--- config.mk ---
export PLATFORM = sky130hd
export DESIGN_NAME = user_reloc_unit
export DESIGN_NICKNAME = d
export VERILOG_FILES = /design/src/rtl/reloc_pkg.sv /design/src/rtl/reloc_regfile.sv /design/src/rtl/reloc_xlate.sv /design/src/rtl/reloc_outstage.sv /design/src/rtl/user_reloc_unit.sv
export SDC_FILE = /design/constraint.sdc
export NUM_CORES = 1
export LEC_CHECK = 0
export ABC_AREA = 1
export BUFFER_PORTS_ARGS = -buffer_cell sky130_fd_sc_hd__buf_2
export CAP_MARGIN = 10
export CORE_MARGIN = 2
export CORE_UTILIZATION = 25
export CTS_CLUSTER_SIZE = 20
export DETAILED_ROUTE_END_ITERATION = 16
export HOLD_SLACK_MARGIN = 0.1
export SKIP_CTS_REPAIR_TIMING = 1
export SLEW_MARGIN = 25
export SYNTH_ARGS = -nofsm -noshare
export SYNTH_HDL_FRONTEND = slang
export SYNTH_SLANG_ARGS = --single-unit
--- constraint.sdc ---
create_clock -name clk -period 2.3 [get_ports clk]
set_clock_uncertainty 0.15 [all_clocks]
set_input_delay 0.23 -clock clk [delete_from_list [all_inputs] [get_ports clk]]
set_output_delay 0.23 -clock clk [all_outputs]
set_load 0.05 [all_outputs]
--- src/rtl/reloc_pkg.sv ---
package reloc_pkg;

   localparam int NUM_SPACES = 3;

   typedef enum logic [1:0] {
      SPC_PROG  = 2'd0,
      SPC_DATA  = 2'd1,
      SPC_STACK = 2'd2,
      SPC_NONE  = 2'd3
   } space_e;

   localparam logic KIND_BASE = 1'b0;
   localparam logic KIND_SIZE = 1'b1;

   function automatic logic space_is_real(input logic [1:0] s);
      return (s != SPC_NONE);
   endfunction

endpackage

--- src/rtl/reloc_regfile.sv ---
module reloc_regfile
   import reloc_pkg::*;
#(
   parameter int AW = 16
) (
   input  logic                            clk,
   input  logic                            rst_n,
   input  logic                            cfg_we,
   input  logic                            cfg_super,
   input  logic [2:0]                      cfg_sel,
   input  logic [AW-1:0]                   cfg_wdata,
   output logic [NUM_SPACES-1:0][AW-1:0]   base_o,
   output logic [NUM_SPACES-1:0][AW-1:0]   size_o,
   output logic                            priv_fault_o
);

   logic [1:0] sel_space;
   logic       sel_kind;
   logic       wr_ok;
   logic       wr_bad;

   assign sel_space = cfg_sel[2:1];
   assign sel_kind  = cfg_sel[0];
   assign wr_ok     = cfg_we && cfg_super && space_is_real(sel_space);
   assign wr_bad    = cfg_we && !cfg_super;

   logic [NUM_SPACES-1:0][AW-1:0] base_q;
   logic [NUM_SPACES-1:0][AW-1:0] size_q;

   for (genvar s = 0; s < NUM_SPACES; s++) begin : g_pair
      logic hit;
      assign hit = wr_ok && (sel_space == s[1:0]);

      always_ff @(posedge clk or negedge rst_n) begin
         if (!rst_n) begin
            base_q[s] <= '0;
            size_q[s] <= '0;
         end else if (hit) begin
            if (sel_kind == KIND_BASE) base_q[s] <= cfg_wdata;
            else                       size_q[s] <= cfg_wdata;
         end
      end


      base_load_chk: assert property (@(posedge clk) disable iff (!rst_n)
         (cfg_we && cfg_super && cfg_sel == {s[1:0], KIND_BASE})
         |=> base_q[s] == $past(cfg_wdata));


      size_load_chk: assert property (@(posedge clk) disable iff (!rst_n)
         (cfg_we && cfg_super && cfg_sel == {s[1:0], KIND_SIZE})
         |=> size_q[s] == $past(cfg_wdata));
   end

   always_ff @(posedge clk or negedge rst_n) begin
      if (!rst_n) priv_fault_o <= 1'b0;
      else        priv_fault_o <= wr_bad;
   end

   assign base_o = base_q;
   assign size_o = size_q;


   user_write_frozen_chk: assert property (@(posedge clk) disable iff (!rst_n)
      (cfg_we && !cfg_super) |=> ($stable(base_q) && $stable(size_q) && priv_fault_o));


   priv_pulse_only_chk: assert property (@(posedge clk) disable iff (!rst_n)
      !(cfg_we && !cfg_super) |=> !priv_fault_o);

endmodule

--- src/rtl/reloc_xlate.sv ---
module reloc_xlate
   import reloc_pkg::*;
#(
   parameter int AW = 16
) (
   input  logic [NUM_SPACES-1:0][AW-1:0]   base_i,
   input  logic [NUM_SPACES-1:0][AW-1:0]   size_i,
   input  logic                            req_valid,
   input  logic                            req_super,
   input  logic [1:0]                      req_space,
   input  logic [AW-1:0]                   req_vaddr,
   output logic                            x_valid,
   output logic [AW-1:0]                   x_paddr,
   output logic                            x_lim,
   output logic                            x_wrap
);

   localparam int SW = AW + 1;

   logic [AW-1:0] base_sel;
   logic [AW-1:0] size_sel;
   logic          real_space;
   logic [SW-1:0] sum;
   logic          over_lim;
   logic          carry;

   always_comb begin
      base_sel = '0;
      size_sel = '0;
      for (int s = 0; s < NUM_SPACES; s++) begin
         if (req_space == s[1:0]) begin
            base_sel = base_i[s];
            size_sel = size_i[s];
         end
      end
   end

   assign real_space = space_is_real(req_space);
   assign sum        = {1'b0, base_sel} + {1'b0, req_vaddr};
   assign carry      = sum[SW-1];
   assign over_lim   = !real_space || (req_vaddr >= size_sel);

   always_comb begin
      x_valid = 1'b0;
      x_paddr = req_vaddr;
      x_lim   = 1'b0;
      x_wrap  = 1'b0;
      if (req_valid) begin
         if (req_super) begin
            x_valid = 1'b1;
         end else begin
            x_paddr = sum[AW-1:0];
            x_lim   = over_lim;
            x_wrap  = carry;
            x_valid = !over_lim && !carry;
         end
      end
   end

endmodule

--- src/rtl/reloc_outstage.sv ---
module reloc_outstage #(
   parameter int AW      = 16,
   parameter bit OUT_REG = 1'b1
) (
   input  logic          clk,
   input  logic          rst_n,
   input  logic          x_valid,
   input  logic [AW-1:0] x_paddr,
   input  logic          x_lim,
   input  logic          x_wrap,
   output logic          mem_valid,
   output logic [AW-1:0] mem_paddr,
   output logic          lim_fault,
   output logic          wrap_fault
);

   if (OUT_REG) begin : g_reg
      always_ff @(posedge clk or negedge rst_n) begin
         if (!rst_n) begin
            mem_valid  <= 1'b0;
            mem_paddr  <= '0;
            lim_fault  <= 1'b0;
            wrap_fault <= 1'b0;
         end else begin
            mem_valid  <= x_valid;
            mem_paddr  <= x_paddr;
            lim_fault  <= x_lim;
            wrap_fault <= x_wrap;
         end
      end
   end else begin : g_comb
      assign mem_valid  = x_valid;
      assign mem_paddr  = x_paddr;
      assign lim_fault  = x_lim;
      assign wrap_fault = x_wrap;
   end

endmodule

--- src/rtl/user_reloc_unit.sv ---
module user_reloc_unit
   import reloc_pkg::*;
#(
   parameter int AW      = 16,
   parameter bit OUT_REG = 1'b1
) (
   input  logic          clk,
   input  logic          rst_n,
   input  logic          cfg_we,
   input  logic          cfg_super,
   input  logic [2:0]    cfg_sel,
   input  logic [AW-1:0] cfg_wdata,
   output logic          priv_fault,
   input  logic          req_valid,
   input  logic          req_super,
   input  logic [1:0]    req_space,
   input  logic [AW-1:0] req_vaddr,
   output logic          mem_valid,
   output logic [AW-1:0] mem_paddr,
   output logic          lim_fault,
   output logic          wrap_fault
);

   if (AW < 2 || AW > 32) begin : g_bad_aw
      $error("user_reloc_unit: AW must lie in 2..32");
   end

   logic [NUM_SPACES-1:0][AW-1:0] base_w;
   logic [NUM_SPACES-1:0][AW-1:0] size_w;
   logic                          x_valid;
   logic [AW-1:0]                 x_paddr;
   logic                          x_lim;
   logic                          x_wrap;

   reloc_regfile #(.AW(AW)) i_regs (
      .clk          (clk),
      .rst_n        (rst_n),
      .cfg_we       (cfg_we),
      .cfg_super    (cfg_super),
      .cfg_sel      (cfg_sel),
      .cfg_wdata    (cfg_wdata),
      .base_o       (base_w),
      .size_o       (size_w),
      .priv_fault_o (priv_fault)
   );

   reloc_xlate #(.AW(AW)) i_xlate (
      .base_i    (base_w),
      .size_i    (size_w),
      .req_valid (req_valid),
      .req_super (req_super),
      .req_space (req_space),
      .req_vaddr (req_vaddr),
      .x_valid   (x_valid),
      .x_paddr   (x_paddr),
      .x_lim     (x_lim),
      .x_wrap    (x_wrap)
   );

   reloc_outstage #(.AW(AW), .OUT_REG(OUT_REG)) i_out (
      .clk        (clk),
      .rst_n      (rst_n),
      .x_valid    (x_valid),
      .x_paddr    (x_paddr),
      .x_lim      (x_lim),
      .x_wrap     (x_wrap),
      .mem_valid  (mem_valid),
      .mem_paddr  (mem_paddr),
      .lim_fault  (lim_fault),
      .wrap_fault (wrap_fault)
   );


   no_grant_on_fault_chk: assert property (@(posedge clk) disable iff (!rst_n)
      mem_valid |-> (!lim_fault && !wrap_fault));

   if (OUT_REG) begin : g_seq_chk

      super_passthru_chk: assert property (@(posedge clk) disable iff (!rst_n)
         (req_valid && req_super) |=>
         (mem_valid && !lim_fault && !wrap_fault && mem_paddr == $past(req_vaddr)));


      idle_quiet_chk: assert property (@(posedge clk) disable iff (!rst_n)
         !req_valid |=> (!mem_valid && !lim_fault && !wrap_fault));
   end

endmodule

==> results.env, run 1 <==
MIN_PERIOD_NS=2.160
CELLLEAKAGEPOWER_nW=4.008
MIN_PERIOD_OVER_PERIOD_PCT=93.91
VIAS=5379
SYNTHDISTINCTLIBCELLS=29
DRTITER0DRC=308
LARGEST_CELLS_BY_AREA_AFTER_SYNTHESIS='sky130_fd_sc_hd__dfrtp_1 (48%), sky130_fd_sc_hd__nand2_1 (13%), sky130_fd_sc_hd__o21ai_0 (9.0%)'
WORST_PATH_MOST_REPEATED_CELL='sky130_fd_sc_hd__nand2_1'
SYNTHESIS.AREA_SQ_UM=5987
SYNTH_TOP_FAMILY_BY_AREA='simple AND/OR/NAND/NOR gates'
GRT_FIRST_PASS_WIRELENGTH_MICRONS=27610
TRITONCTS='done'
CRITICAL_PATH.N_BUFFERS_INVERTERS=4
CTS.ROOT.BUFFER_CELL='sky130_fd_sc_hd__clkbuf_16'
SYNTHMOSTINSTANTIATEDCELL='sky130_fd_sc_hd__nand2_1'
POST_SYNTH_SIMPLE_GATE_AREA_PCT=19.87
CLOCK_PIN_TRANSITION_ON_THE_WORST_SETUP_AND_HOLD_TIMING_PATHS_NS=0.05
TNS_NS=0
HOLD_VIOL=0
CRITICAL_PATH_CLASS='primary input to flip-flop'
GRT_ANTENNA_BEFORE_REPAIR=1
LAYOUT_AREA_GROWTH_OVER_SYNTHESIS_PCT=35.30
POST_SYNTH_MOST_FREQUENT_CELLS='sky130_fd_sc_hd__nand2_1 (206), sky130_fd_sc_hd__dfrtp_1 (116), sky130_fd_sc_hd__o21ai_0 (108)'
TOP_LEVEL_PORTS=63
DIE_W_MICRONS=158.8
CLASS_OF_THE_TIGHTEST_HOLD_OR_REMOVAL_CHECK='primary input to flip-flop'
SYNTH_COMPOUND_GATE_AREA_SHARE_PCT=17.43
CRITPATHMAXFANOUT=7
POST-SYNTH-TOP-AREA-FRACTION_PCT=48.48
MULTIPLEXER_AREA_FRACTION_AFTER_SYNTHESIS_PCT=0
CTS_MADE_BUFFERS=17
ROUTED_WIRE_LENGTH_PER_INSTANCE_MICRONS=14.24
YS_ASYNC_SR_FRACTION_PCT=100.0
SYNTH_SEQ_CELLS=116
OVERFLOW_LEFT_AFTER_GLOBAL_ROUTING=0
MAX_FREQ_MHz=463.0
PORT_BUFFERS=62
DPL.HPWL_MICRONS=12490
DRC=0
CLOCK_LATENCY_NS=0.42
TIMING_MAX_TRANSITION_VIOLATIONS_FINAL=0
GRT_START_MAX_NET_PINS=54
PWR_DENSITY_CELL_nW_PER_UM2=846.0
SYNTH_AREA_PER_CELL_SQ_UM=8.224
FIRST_GLOBAL_VIAS=5030
FLOORPLAN.DIE.HEIGHT_MICRONS=158.8
CRITICAL_PATH_S_TOP_DELAY_FAMILY='compound AO/OA/AOI/OAI gates'
WORST-ENDPOINT-ARRIVAL_NS=2.35
SLEW_HEADROOM_PCT=41.71
TRACK_USAGE_PCT=13.94
STATUS='finished clean'
SORT_OF_ELEMENT_AT_THE_END_OF_THE_CRITICAL_PATH='flip-flop'
DPL.CELL_COUNT=1138
FINAL_NETS=951
REQUIRED_NS=2.49
MET3WIRELENGTH_MICRONS=909
CRIT_CHAIN='clkbuf_4 -> buf_12 -> nor2_4 -> inv_1 -> buf_12 -> o22ai_1 -> nor2_2 -> ha_1 -> a21oi_1 -> nand2_1 -> nand2_1 -> nand2_1 -> a21oi_2 -> nand3_1 -> a21oi_1'
SYN_INST_COUNT=728
SYNTHESIS.YOSYS.WARNINGS=0
POST-ROUTE-WORST-SETUP-SLACK_NS=0.1400
SYNTHESIS.NETS=804
MAX-CAP-VIOLATIONS=0
SYNTHXORXNORAREAFRAC_PCT=0.7315
FINAL_CELLS=1207
ROUTEDLENGTHMET1_MICRONS=8631
MAX-VDD-IR-DROP_V=0.0004519
WL_MET2_MICRONS=7478
CTS_HTREE_LEVELS=4
MAX-CLOCK-PATH-BUFFERS=2
WORSTMARGINPINSLEW_NS=0.8711
FLOORPLAN_DIE_AREA_SQ_UM=25200
ROWS=56
YOSYS.AREA_SHARE.ADDER_PCT=7.022
CRITPATHLAUNCHTYPE='primary input'
SYNTH-SEQ-AREA-SHARE_PCT=48.48
LAYOUT-DRIVE-GT1-SHARE_PCT=20.97
SYNTH_FLOP_CELL='sky130_fd_sc_hd__dfrtp_1'
MAX_STAGE_DELAY_NS=0.33
POSTROUTEANTENNANETS=0
NUMCLOCKSINKS=116
DETAIL_ROUTE.VIAS_PER_CELL=4.457
DRT_PRE_ANTENNA_ITERS=5
SLOWEST_STAGE='sky130_fd_sc_hd__ha_1'
HIGHEST-SIGNAL-LAYER='met4'
INITIAL_UTILIZATION_PCT=25.51
PLACE.GP.CONGESTION=0.9089
CORE_SQ_UM=23470
WORST_SLACK_AFTER_DETAILED_PLACEMENT_NS=-0.3823
SYNTH_TOP_CELL_BY_AREA='sky130_fd_sc_hd__dfrtp_1'
FINALSETUPVIOLCOUNT=0
SYNTH_ENABLE_FLOP_CELLS=0
FINALWIRELENGTH_MICRONS=17190
[metal layers]
metal | global-route usage [%] | vias up
met5 | 0 | -
met4 | 3.336 | 0
met3 | 3.605 | 13
met2 | 20.78 | 126
met1 | 20.11 | 2538
li1 | - | 2702
[area by class of cell]
cell class	instances	area [sq um]
antenna	1	2.502
tap	319	399.1
clock inverter	9	103.9
fill	2469	15370
multi-input combinational	513	2764
sequential	116	2903
inverter	69	262.8
timing repair buffer	158	1191
clock buffer	22	474.2
[worst register-to-register path, delay by kind of cell (launching register included)]
family | cells | cell delay (ns)
AOI/OAI and AO/OA | 1 | 0.15
and+or+nand+nor | 9 | 0.75
buffers and inverters | 1 | 0.05
DFF | 1 | 0.38
adders and majority gates | 2 | 0.59
[state kept, by name, summed over array words and instances (netlist names)]
register,count
i_out.mem_paddr,16
i_out.mem_valid,1
i_out.wrap_fault,1
i_regs.priv_fault_o,1
i_out.lim_fault,1
i_regs.base_o,48
i_regs.size_o,48
[report_power, final]
group / internal (mW) / switching [mW]
Combinational: 0.685 / 0.928
Sequential: 2.42 / 0.221
Clock: 1.66 / 0.931
Total: 4.77 / 2.08
[placed cells by master, fill, tap and decap left out, drive strengths merged]
master | synthesis | layout
nand2 | 208 | 208
buf | 9 | 120
dfrtp | 116 | 116
o21ai | 109 | 109
inv | 68 | 68
nor2 | 53 | 53
a21oi | 39 | 39
dlygate4sd3 | 0 | 37
ha | 32 | 32
nand3 | 24 | 24
clkbuf | 21 | 23
o22ai | 15 | 15
a221oi | 15 | 15
nand3b | 6 | 6
xnor2 | 5 | 5
clkinv | 1 | 5
clkinvlp | 0 | 3
nor3 | 2 | 2
bufinv | 0 | 2
diode | 0 | 1
o21bai | 1 | 1
or2 | 1 | 1
o211ai | 1 | 1
and2 | 1 | 1
fa | 1 | 1
[per-stage QoR]
stage               area, sq um  util (%)  hold WS [ns]  power, mW
finish                     8100     34.51        0.1628      6.853
global route               8098     34.50        0.1848      7.264
CTS                        7655     32.61       -0.3523      6.816
detailed placement         7077     30.15       0.09241      4.200
global placement           7077     30.15       0.09282      4.175
floorplan                  5987         -       -0.2156      3.603
[cell families (layout without fill, tap and decap cells)]
logic type | after synthesis | count (layout)
buffers and inverters | 99 | 258
AND/OR/NAND/NOR | 295 | 295
adder cells (fa/ha/maj) | 33 | 33
AO/OA/AOI/OAI | 180 | 180
flip-flops | 116 | 116
XOR/XNOR | 5 | 5
other | 0 | 1
[worst paths after layout]
kind	to	slack, ns	depth (start not counted)	from
hold / removal	i_out.mem_paddr[5]$_DFF_PN0_	0.16	4	req_super
setup reg to reg	i_out.mem_paddr[12]$_DFF_PN0_	0.15	13	i_regs.base_o[0]$_DFFE_PN0P_
max in group asynchronous	i_regs.base_o[26]$_DFFE_PN0P_	1.06	3	rst_n
setup / recovery	i_out.mem_valid$_DFF_PN0_	0.14	15	req_space[0]
hold reg to reg	i_regs.size_o[31]$_DFFE_PN0P_	0.33	2	i_regs.size_o[31]$_DFFE_PN0P_
min in group asynchronous	i_regs.base_o[17]$_DFFE_PN0P_	0.19	2	rst_n
(Power assumes the default switching activity.)
==> run 2, diff against run 1 <==
--- a/config.mk
+++ b/config.mk
@@ -17,4 +17,5 @@
 export SLEW_MARGIN = 25
 export SYNTH_ARGS = -nofsm -noshare
 export SYNTH_HDL_FRONTEND = slang
+export SYNTH_HIERARCHICAL = 1
 export SYNTH_SLANG_ARGS = --single-unit
==> constraint.sdc (replaced) <==
create_clock -name clk -period 2.8 [get_ports clk]
set_clock_uncertainty 0.15 [all_clocks]
set_input_delay 0.28 -clock clk [delete_from_list [all_inputs] [get_ports clk]]
set_output_delay 0.28 -clock clk [all_outputs]
set_load 0.05 [all_outputs]
==> run 2 against run 1 <==
  * Largest power group unchanged
  * Sequential cell count unchanged
  * Clock power down 16%
  * Synthesized area up 11%
  * Worst setup slack better by 0.14 ns
==> results.env, run 2 <==
MULTIPLEXER_AREA_FRACTION_AFTER_SYNTHESIS_PCT=0.1505
CLOCK_LATENCY_NS=0.42
MAX-CLOCK-PATH-BUFFERS=2
REQUIRED_NS=2.95
TOP_LEVEL_PORTS=63
YS_ASYNC_SR_FRACTION_PCT=100.0
FINALSETUPVIOLCOUNT=0
DRTITER0DRC=672
FINAL_NETS=993
CELLLEAKAGEPOWER_nW=4.178
SYNTHXORXNORAREAFRAC_PCT=0.7904
LAYOUT_AREA_GROWTH_OVER_SYNTHESIS_PCT=22.92
SYNTHDISTINCTLIBCELLS=34
MAX-CAP-VIOLATIONS=0
CLASS_OF_THE_TIGHTEST_HOLD_OR_REMOVAL_CHECK='primary input to flip-flop'
MAX_FREQ_MHz=396.7
SYN_INST_COUNT=826
SYNTH_COMPOUND_GATE_AREA_SHARE_PCT=8.299
ROUTED_WIRE_LENGTH_PER_INSTANCE_MICRONS=16.57
SYNTH_TOP_FAMILY_BY_AREA='simple AND/OR/NAND/NOR gates'
LAYOUT.CELLS.MOST_COMMON_LIST='sky130_fd_sc_hd__nand2_1 (299), sky130_fd_sc_hd__dfrtp_1 (116), sky130_fd_sc_hd__nand3_1 (85)'
SYNTH_SEQ_CELLS=116
SORT_OF_ELEMENT_AT_THE_END_OF_THE_CRITICAL_PATH='flip-flop'
MIN_PERIOD_NS=2.521
POST-SYNTH-TOP-AREA-FRACTION_PCT=43.66
FLOORPLAN_DIE_AREA_SQ_UM=27920
TRITONCTS='done'
YOSYS.AREA_SHARE.ADDER_PCT=6.323
FILLCELLCOUNT=2751
SYNTH_TOP_CELL_BY_AREA='sky130_fd_sc_hd__dfrtp_1'
TIMING_MAX_TRANSITION_VIOLATIONS_FINAL=0
NUM_ANTENNA_CELLS=0
CLOCK_PIN_TRANSITION_ON_THE_WORST_SETUP_AND_HOLD_TIMING_PATHS_NS=0.06
FLOORPLAN.DIE.HEIGHT_MICRONS=167.1
DRC=0
WORST_SLACK_AFTER_DETAILED_PLACEMENT_NS=-0.08268
R2R_SETUP_SLACK_NS=0.43
SLEW_HEADROOM_PCT=46.44
WORST_HOLD_SLACK_NS=0.2318
CTS_HTREE_LEVELS=4
CTS.ROOT.BUFFER_CELL='sky130_fd_sc_hd__clkbuf_16'
FINAL_UTIL_PCT=31.36
PLACE.GP.CONGESTION=0.9105
DRT_PRE_ANTENNA_ITERS=5
DPL.HPWL_MICRONS=14430
MIN_PERIOD_OVER_PERIOD_PCT=90.04
POSTROUTEANTENNANETS=0
SYNTH_AREA_PER_CELL_SQ_UM=8.049
SYNTHESIS.YOSYS.WARNINGS=6
VIAS=6065
CRITICAL_PATH_CLASS='primary input to flip-flop'
FIRST_GLOBAL_VIAS=5670
REPORT.POWER.TOTAL_mW=5.661
LAYOUT-DRIVE-GT1-SHARE_PCT=14.44
WORST-ENDPOINT-ARRIVAL_NS=2.67
POST_SYNTH_MOST_FREQUENT_CELLS='sky130_fd_sc_hd__nand2_1 (299), sky130_fd_sc_hd__dfrtp_1 (116), sky130_fd_sc_hd__nand3_1 (85)'
SYNTH_ENABLE_FLOP_CELLS=0
NUMCLOCKSINKS=116
ROWS=59
TRACK_USAGE_PCT=14.96
POST_SYNTH_SIMPLE_GATE_AREA_PCT=33.20
LARGEST_CELLS_BY_AREA_AFTER_SYNTHESIS='sky130_fd_sc_hd__dfrtp_1 (44%), sky130_fd_sc_hd__nand2_1 (17%), sky130_fd_sc_hd__nand3_1 (6.4%)'
CRITICAL_PATH.N_BUFFERS_INVERTERS=3
OVERFLOW_LEFT_AFTER_GLOBAL_ROUTING=0
DETAIL_ROUTE.VIAS_PER_CELL=4.802
GRT_START_MAX_NET_PINS=59
MAX_STAGE_DELAY_NS=0.35
HOLD_VIOL=0
DIE_W_MICRONS=167.1
PWR_DENSITY_CELL_nW_PER_UM2=692.7
SLOWEST_STAGE='sky130_fd_sc_hd__nor2_8'
CRIT_CHAIN='buf_2 -> inv_2 -> nor2_8 -> inv_2 -> o22ai_1 -> nor2_1 -> ha_1 -> a21oi_1 -> nand2_1 -> nand2_1 -> nand2_1 -> a21oi_1 -> nand2_1 -> nand3_1 -> nand2_1'
WORSTMARGINPINSLEW_NS=0.8005
WORST_PATH_MOST_REPEATED_CELL='sky130_fd_sc_hd__nand2_1'
CTS_MADE_BUFFERS=17
PORT_BUFFERS=62
GRT_FIRST_PASS_WIRELENGTH_MICRONS=32410
POST-ROUTE-WORST-SETUP-SLACK_NS=0.2790
CRITPATHLAUNCHTYPE='primary input'
TNS_NS=0
MOSTFREQUENTLAYOUTCELL='sky130_fd_sc_hd__nand2_1'
FINALWIRELENGTH_MICRONS=20920
SYNTHESIS.AREA_SQ_UM=6649
INITIAL_UTILIZATION_PCT=25.51
SYNTHMOSTINSTANTIATEDCELL='sky130_fd_sc_hd__nand2_1'
CORE_SQ_UM=26060
MAX-VDD-IR-DROP_V=0.0004422
CRITPATHMAXFANOUT=19
GRT_ANTENNA_BEFORE_REPAIR=0
SYNTHESIS.NETS=902
CRITICAL_PATH_S_TOP_DELAY_FAMILY='simple AND/OR/NAND/NOR gates'
STATUS='finished clean'
GRT_SETUP_UNREPAIRED='false'
SYNTH_FLOP_CELL='sky130_fd_sc_hd__dfrtp_1'
SYNTH-SEQ-AREA-SHARE_PCT=43.66
run 2: cell families (layout without fill, tap and decap cells):
kind of cell	Yosys count	after routing
and+or+nand+nor	488	488
DFF	116	116
buffers and inverters	100	202
adders and majority gates	33	33
AOI/OAI and AO/OA	82	82
xor gates and xnor gates	6	6
muxes	1	1
run 2: per-layer routing:
layer  GRT usage, %  part of all wire [%]
met1          21.34                    47
met4          3.973                   1.7
met5              0                     0
met2          21.47                    43
met3          5.109                   8.0
run 2: metrics by stage:
stage / instances / cell area (sq um)
detailed placement: 1196 / 7222
global route: 1263 / 8173
finish: 1263 / 8173
CTS: 1226 / 7802
floorplan: 826 / 6649
global placement: 1196 / 7222
run 2: power by group:
group	leakage (nW)	internal, mW	switching (mW)	total, mW
clock	0.283	1.41	0.766	2.18
sequential	1.46	1.99	0.194	2.18
combinational	2.43	0.458	0.843	1.30
run 2: path summary, 6_finish.rpt:
kind | from | endpoint | depth (start not counted)
worst min register to register | i_regs/base_o[1]$_DFFE_PN0P_ | i_regs/base_o[1]$_DFFE_PN0P_ | 2
max in group asynchronous | rst_n | i_regs/size_o[19]$_DFFE_PN0P_ | 3
min in group asynchronous | rst_n | i_regs/base_o[39]$_DFFE_PN0P_ | 2
worst min-delay path | cfg_sel[2] | i_regs/size_o[2]$_DFFE_PN0P_ | 4
worst max register to register | i_regs/base_o[16]$_DFFE_PN0P_ | i_out/mem_paddr[12]$_DFF_PN0_ | 12
worst max-delay path | req_space[1] | i_out/mem_paddr[12]$_DFF_PN0_ | 15
run 2: cell type report:
cell class / instances / area, sq um / share of cell area (%)
clock buffers: 21 / 450.4 / 5.511
clock inverters: 9 / 130.1 / 1.592
inverters: 58 / 220.2 / 2.694
multi-input cells: 610 / 3242 / 39.67
flip-flops and latches: 116 / 2903 / 35.52
well taps: 335 / 419.2 / 5.129
repair buffers: 114 / 808.3 / 9.890
run 2: tightest hold or removal path, delay by kind of cell:
kind          cells  cell delay, ns
simple gates      3            0.32
buf+inv           1            0.16
==> run 3, diff against run 2 <==
--- a/config.mk
+++ b/config.mk
@@ -8,11 +8,14 @@
 export ABC_AREA = 1
 export BUFFER_PORTS_ARGS = -buffer_cell sky130_fd_sc_hd__buf_2
 export CAP_MARGIN = 10
+export CELL_PAD_IN_SITES_DETAIL_PLACEMENT = 1
+export CELL_PAD_IN_SITES_GLOBAL_PLACEMENT = 1
 export CORE_MARGIN = 2
 export CORE_UTILIZATION = 25
 export CTS_CLUSTER_SIZE = 20
 export DETAILED_ROUTE_END_ITERATION = 16
 export HOLD_SLACK_MARGIN = 0.1
+export PLACE_DENSITY_LB_ADDON = 0.1
 export SKIP_CTS_REPAIR_TIMING = 1
 export SLEW_MARGIN = 25
 export SYNTH_ARGS = -nofsm -noshare
==> run 3 against run 2 <==
  * Fmax is 6.2% higher
  * Global-route usage rose by 2.7 points
  * Cell area grew 3.8%
  * Sequential cell count unchanged
  * Register-to-register slack about the same
  * Core utilization is 1.2 points higher
  * Worst setup slack gained 0.15 ns
  * Critical path depth rose by 1
  * Clock-buffer cell count decreased by 4
  * Final cell count grew 2.9%
  * Worst hold slack worse by 0.078 ns
  * Routed wire length rose by 15%
  * Critical endpoint is now i_out/mem_paddr[9]$_DFF_PN0_
  * Largest cell class unchanged
  * Largest power group unchanged
  * Highest routed layer unchanged
==> results.env, run 3 (synthesized netlist as in run 2, its figures left out) <==
MIN_PERIOD_NS=2.374
HOLD_VIOL=0
ROUTED_WIRE_LENGTH_PER_INSTANCE_MICRONS=18.55
WORST_SLACK_AFTER_DETAILED_PLACEMENT_NS=0.002908
CTS_MADE_BUFFERS=17
GRT_SETUP_UNREPAIRED='false'
LAYOUT_AREA_GROWTH_OVER_SYNTHESIS_PCT=27.59
PORT_BUFFERS=62
FINALWIRELENGTH_MICRONS=24120
POST-ROUTE-WORST-SETUP-SLACK_NS=0.4263
STATUS='finished clean'
WORST-ENDPOINT-ARRIVAL_NS=2.53
LAYOUT.CELLS.MOST_COMMON_LIST='sky130_fd_sc_hd__nand2_1 (299), sky130_fd_sc_hd__dfrtp_1 (116), sky130_fd_sc_hd__nand3_1 (85)'
OVERFLOW_LEFT_AFTER_GLOBAL_ROUTING=0
MOSTFREQUENTLAYOUTCELL='sky130_fd_sc_hd__nand2_1'
GRT_FIRST_PASS_WIRELENGTH_MICRONS=37720
REQUIRED_NS=2.95
POSTROUTEANTENNANETS=0
FIRST_GLOBAL_VIAS=6297
FINALSETUPVIOLCOUNT=0
CELLLEAKAGEPOWER_nW=4.351
GRT_START_MAX_NET_PINS=59
NUM_ANTENNA_CELLS=0
MAX_FREQ_MHz=421.3
MAX-CLOCK-PATH-BUFFERS=2
PWR_DENSITY_CELL_nW_PER_UM2=672.6
FLOORPLAN_DIE_AREA_SQ_UM=27920
WORSTMARGINPINSLEW_NS=0.7158
CLOCK_LATENCY_NS=0.42
NUMCLOCKSINKS=116
DETAIL_ROUTE.VIAS_PER_CELL=4.642
MAX-CAP-VIOLATIONS=0
SLEW_HEADROOM_PCT=52.23
LAYOUT-DRIVE-GT1-SHARE_PCT=18.03
CLOCK_PIN_TRANSITION_ON_THE_WORST_SETUP_AND_HOLD_TIMING_PATHS_NS=0.06
GRT_ANTENNA_BEFORE_REPAIR=0
CRITPATHLAUNCHTYPE='primary input'
VIAS=6035
CORE_SQ_UM=26060
TRACK_USAGE_PCT=17.63
CTS.ROOT.BUFFER_CELL='sky130_fd_sc_hd__clkbuf_16'
ROWS=59
FILLCELLCOUNT=3132
CLASS_OF_THE_TIGHTEST_HOLD_OR_REMOVAL_CHECK='primary input to flip-flop'
CTS_HTREE_LEVELS=4
TIMING_MAX_TRANSITION_VIOLATIONS_FINAL=0
DRTITER0DRC=271
MAX-VDD-IR-DROP_V=0.0003932
FLOORPLAN.DIE.HEIGHT_MICRONS=167.1
TRITONCTS='done'
TOP_LEVEL_PORTS=63
MIN_PERIOD_OVER_PERIOD_PCT=84.77
DPL.HPWL_MICRONS=16710
SORT_OF_ELEMENT_AT_THE_END_OF_THE_CRITICAL_PATH='flip-flop'
CRITPATHMAXFANOUT=14
TNS_NS=0
FINAL_NETS=1029
INITIAL_UTILIZATION_PCT=25.51
DRC=0
DPL.CELL_COUNT=1232
PLACE.GP.CONGESTION=0.7791
CRITICAL_PATH_CLASS='primary input to flip-flop'
DRT_PRE_ANTENNA_ITERS=5
FINAL_CELLS=1300
DIE_W_MICRONS=167.1
==> run 3: cell count changes in the layout (fill, tap and decap cells not counted) <==
cell                         previous run  this run
sky130_fd_sc_hd__bufinv_16              3         1
sky130_fd_sc_hd__clkbuf_8               1         0
sky130_fd_sc_hd__inv_6                  1         2
sky130_fd_sc_hd__buf_12                 1         6
sky130_fd_sc_hd__clkbuf_1               3         0
sky130_fd_sc_hd__clkinv_4               1         4
sky130_fd_sc_hd__clkinvlp_4             1         6
sky130_fd_sc_hd__clkinv_2               3         1
sky130_fd_sc_hd__buf_4                 15        46
==> run 3: area by class of cell <==
class | instances | area (sq um) | share of cell area, %
multi-input combinational | 610 | 3242 | 38.22
sequential | 116 | 2903 | 34.22
timing repair buffer | 150 | 1141 | 13.45
clock buffer | 17 | 425.4 | 5.015
tap | 335 | 419.2 | 4.941
inverter | 58 | 220.2 | 2.596
clock inverter | 14 | 132.6 | 1.563
==> run 3: power by group <==
part,leakage [nW],switching (mW),internal [mW]
combinational,2.63,0.863,0.546
sequential,1.46,0.199,1.99
clock,0.254,0.887,1.22
==> run 3: worst max-delay path, stage by stage <==
cell                      delay, ns
sky130_fd_sc_hd__buf_2         0.18
sky130_fd_sc_hd__nor2_8        0.13
sky130_fd_sc_hd__inv_1         0.07
sky130_fd_sc_hd__buf_12        0.15
sky130_fd_sc_hd__o22ai_1       0.14
sky130_fd_sc_hd__nor2_1        0.06
sky130_fd_sc_hd__buf_4         0.14
sky130_fd_sc_hd__ha_1          0.35
sky130_fd_sc_hd__nand2_1       0.12
sky130_fd_sc_hd__o21ai_0       0.43
sky130_fd_sc_hd__buf_4         0.19
sky130_fd_sc_hd__inv_1         0.04
sky130_fd_sc_hd__nand2_1       0.06
sky130_fd_sc_hd__nand2_1       0.05
sky130_fd_sc_hd__nand3_1       0.08
sky130_fd_sc_hd__nand2_1       0.05
==> run 3: worst paths after layout <==
check,from,to,slack [ns],cells after the start
max,req_space[0],i_out/mem_paddr[9]$_DFF_PN0_,0.43,16
min,cfg_sel[0],i_regs/base_o[18]$_DFFE_PN0P_,0.15,4
max reg2reg,i_regs/base_o[8]$_DFFE_PN0P_,i_out/mem_paddr[9]$_DFF_PN0_,0.44,12
min reg2reg,i_regs/base_o[22]$_DFFE_PN0P_,i_regs/base_o[22]$_DFFE_PN0P_,0.32,2
max in group asynchronous,rst_n,i_regs/size_o[15]$_DFFE_PN0P_,1.50,3
min in group asynchronous,rst_n,i_out/mem_paddr[0]$_DFF_PN0_,0.23,2
==> run 3: through the flow <==
| stage | hold slack (ns) | cell area, sq um | power, mW | utilization [%] |
|---|---|---|---|---|
| 4_1_cts | -0.3070 | 8113 | 5.738 | 31.13 |
| 3_3_place_gp | 0.1386 | 7555 | 3.593 | 28.99 |
| 6_report | 0.1543 | 8483 | 5.706 | 32.55 |
| 5_1_grt | 0.1734 | 8483 | 6.060 | 32.55 |
| 3_5_place_dp | 0.1414 | 7555 | 3.606 | 28.99 |
| 2_1_floorplan | -0.1656 | 6649 | 3.028 | - |
==> run 3: layer usage <==
layer  global-route usage (%)  wire length, microns
met3                    2.994                   502
met1                    24.51                 12210
met4                    3.748                   221
met5                        0                     0
met2                    28.79                 11180
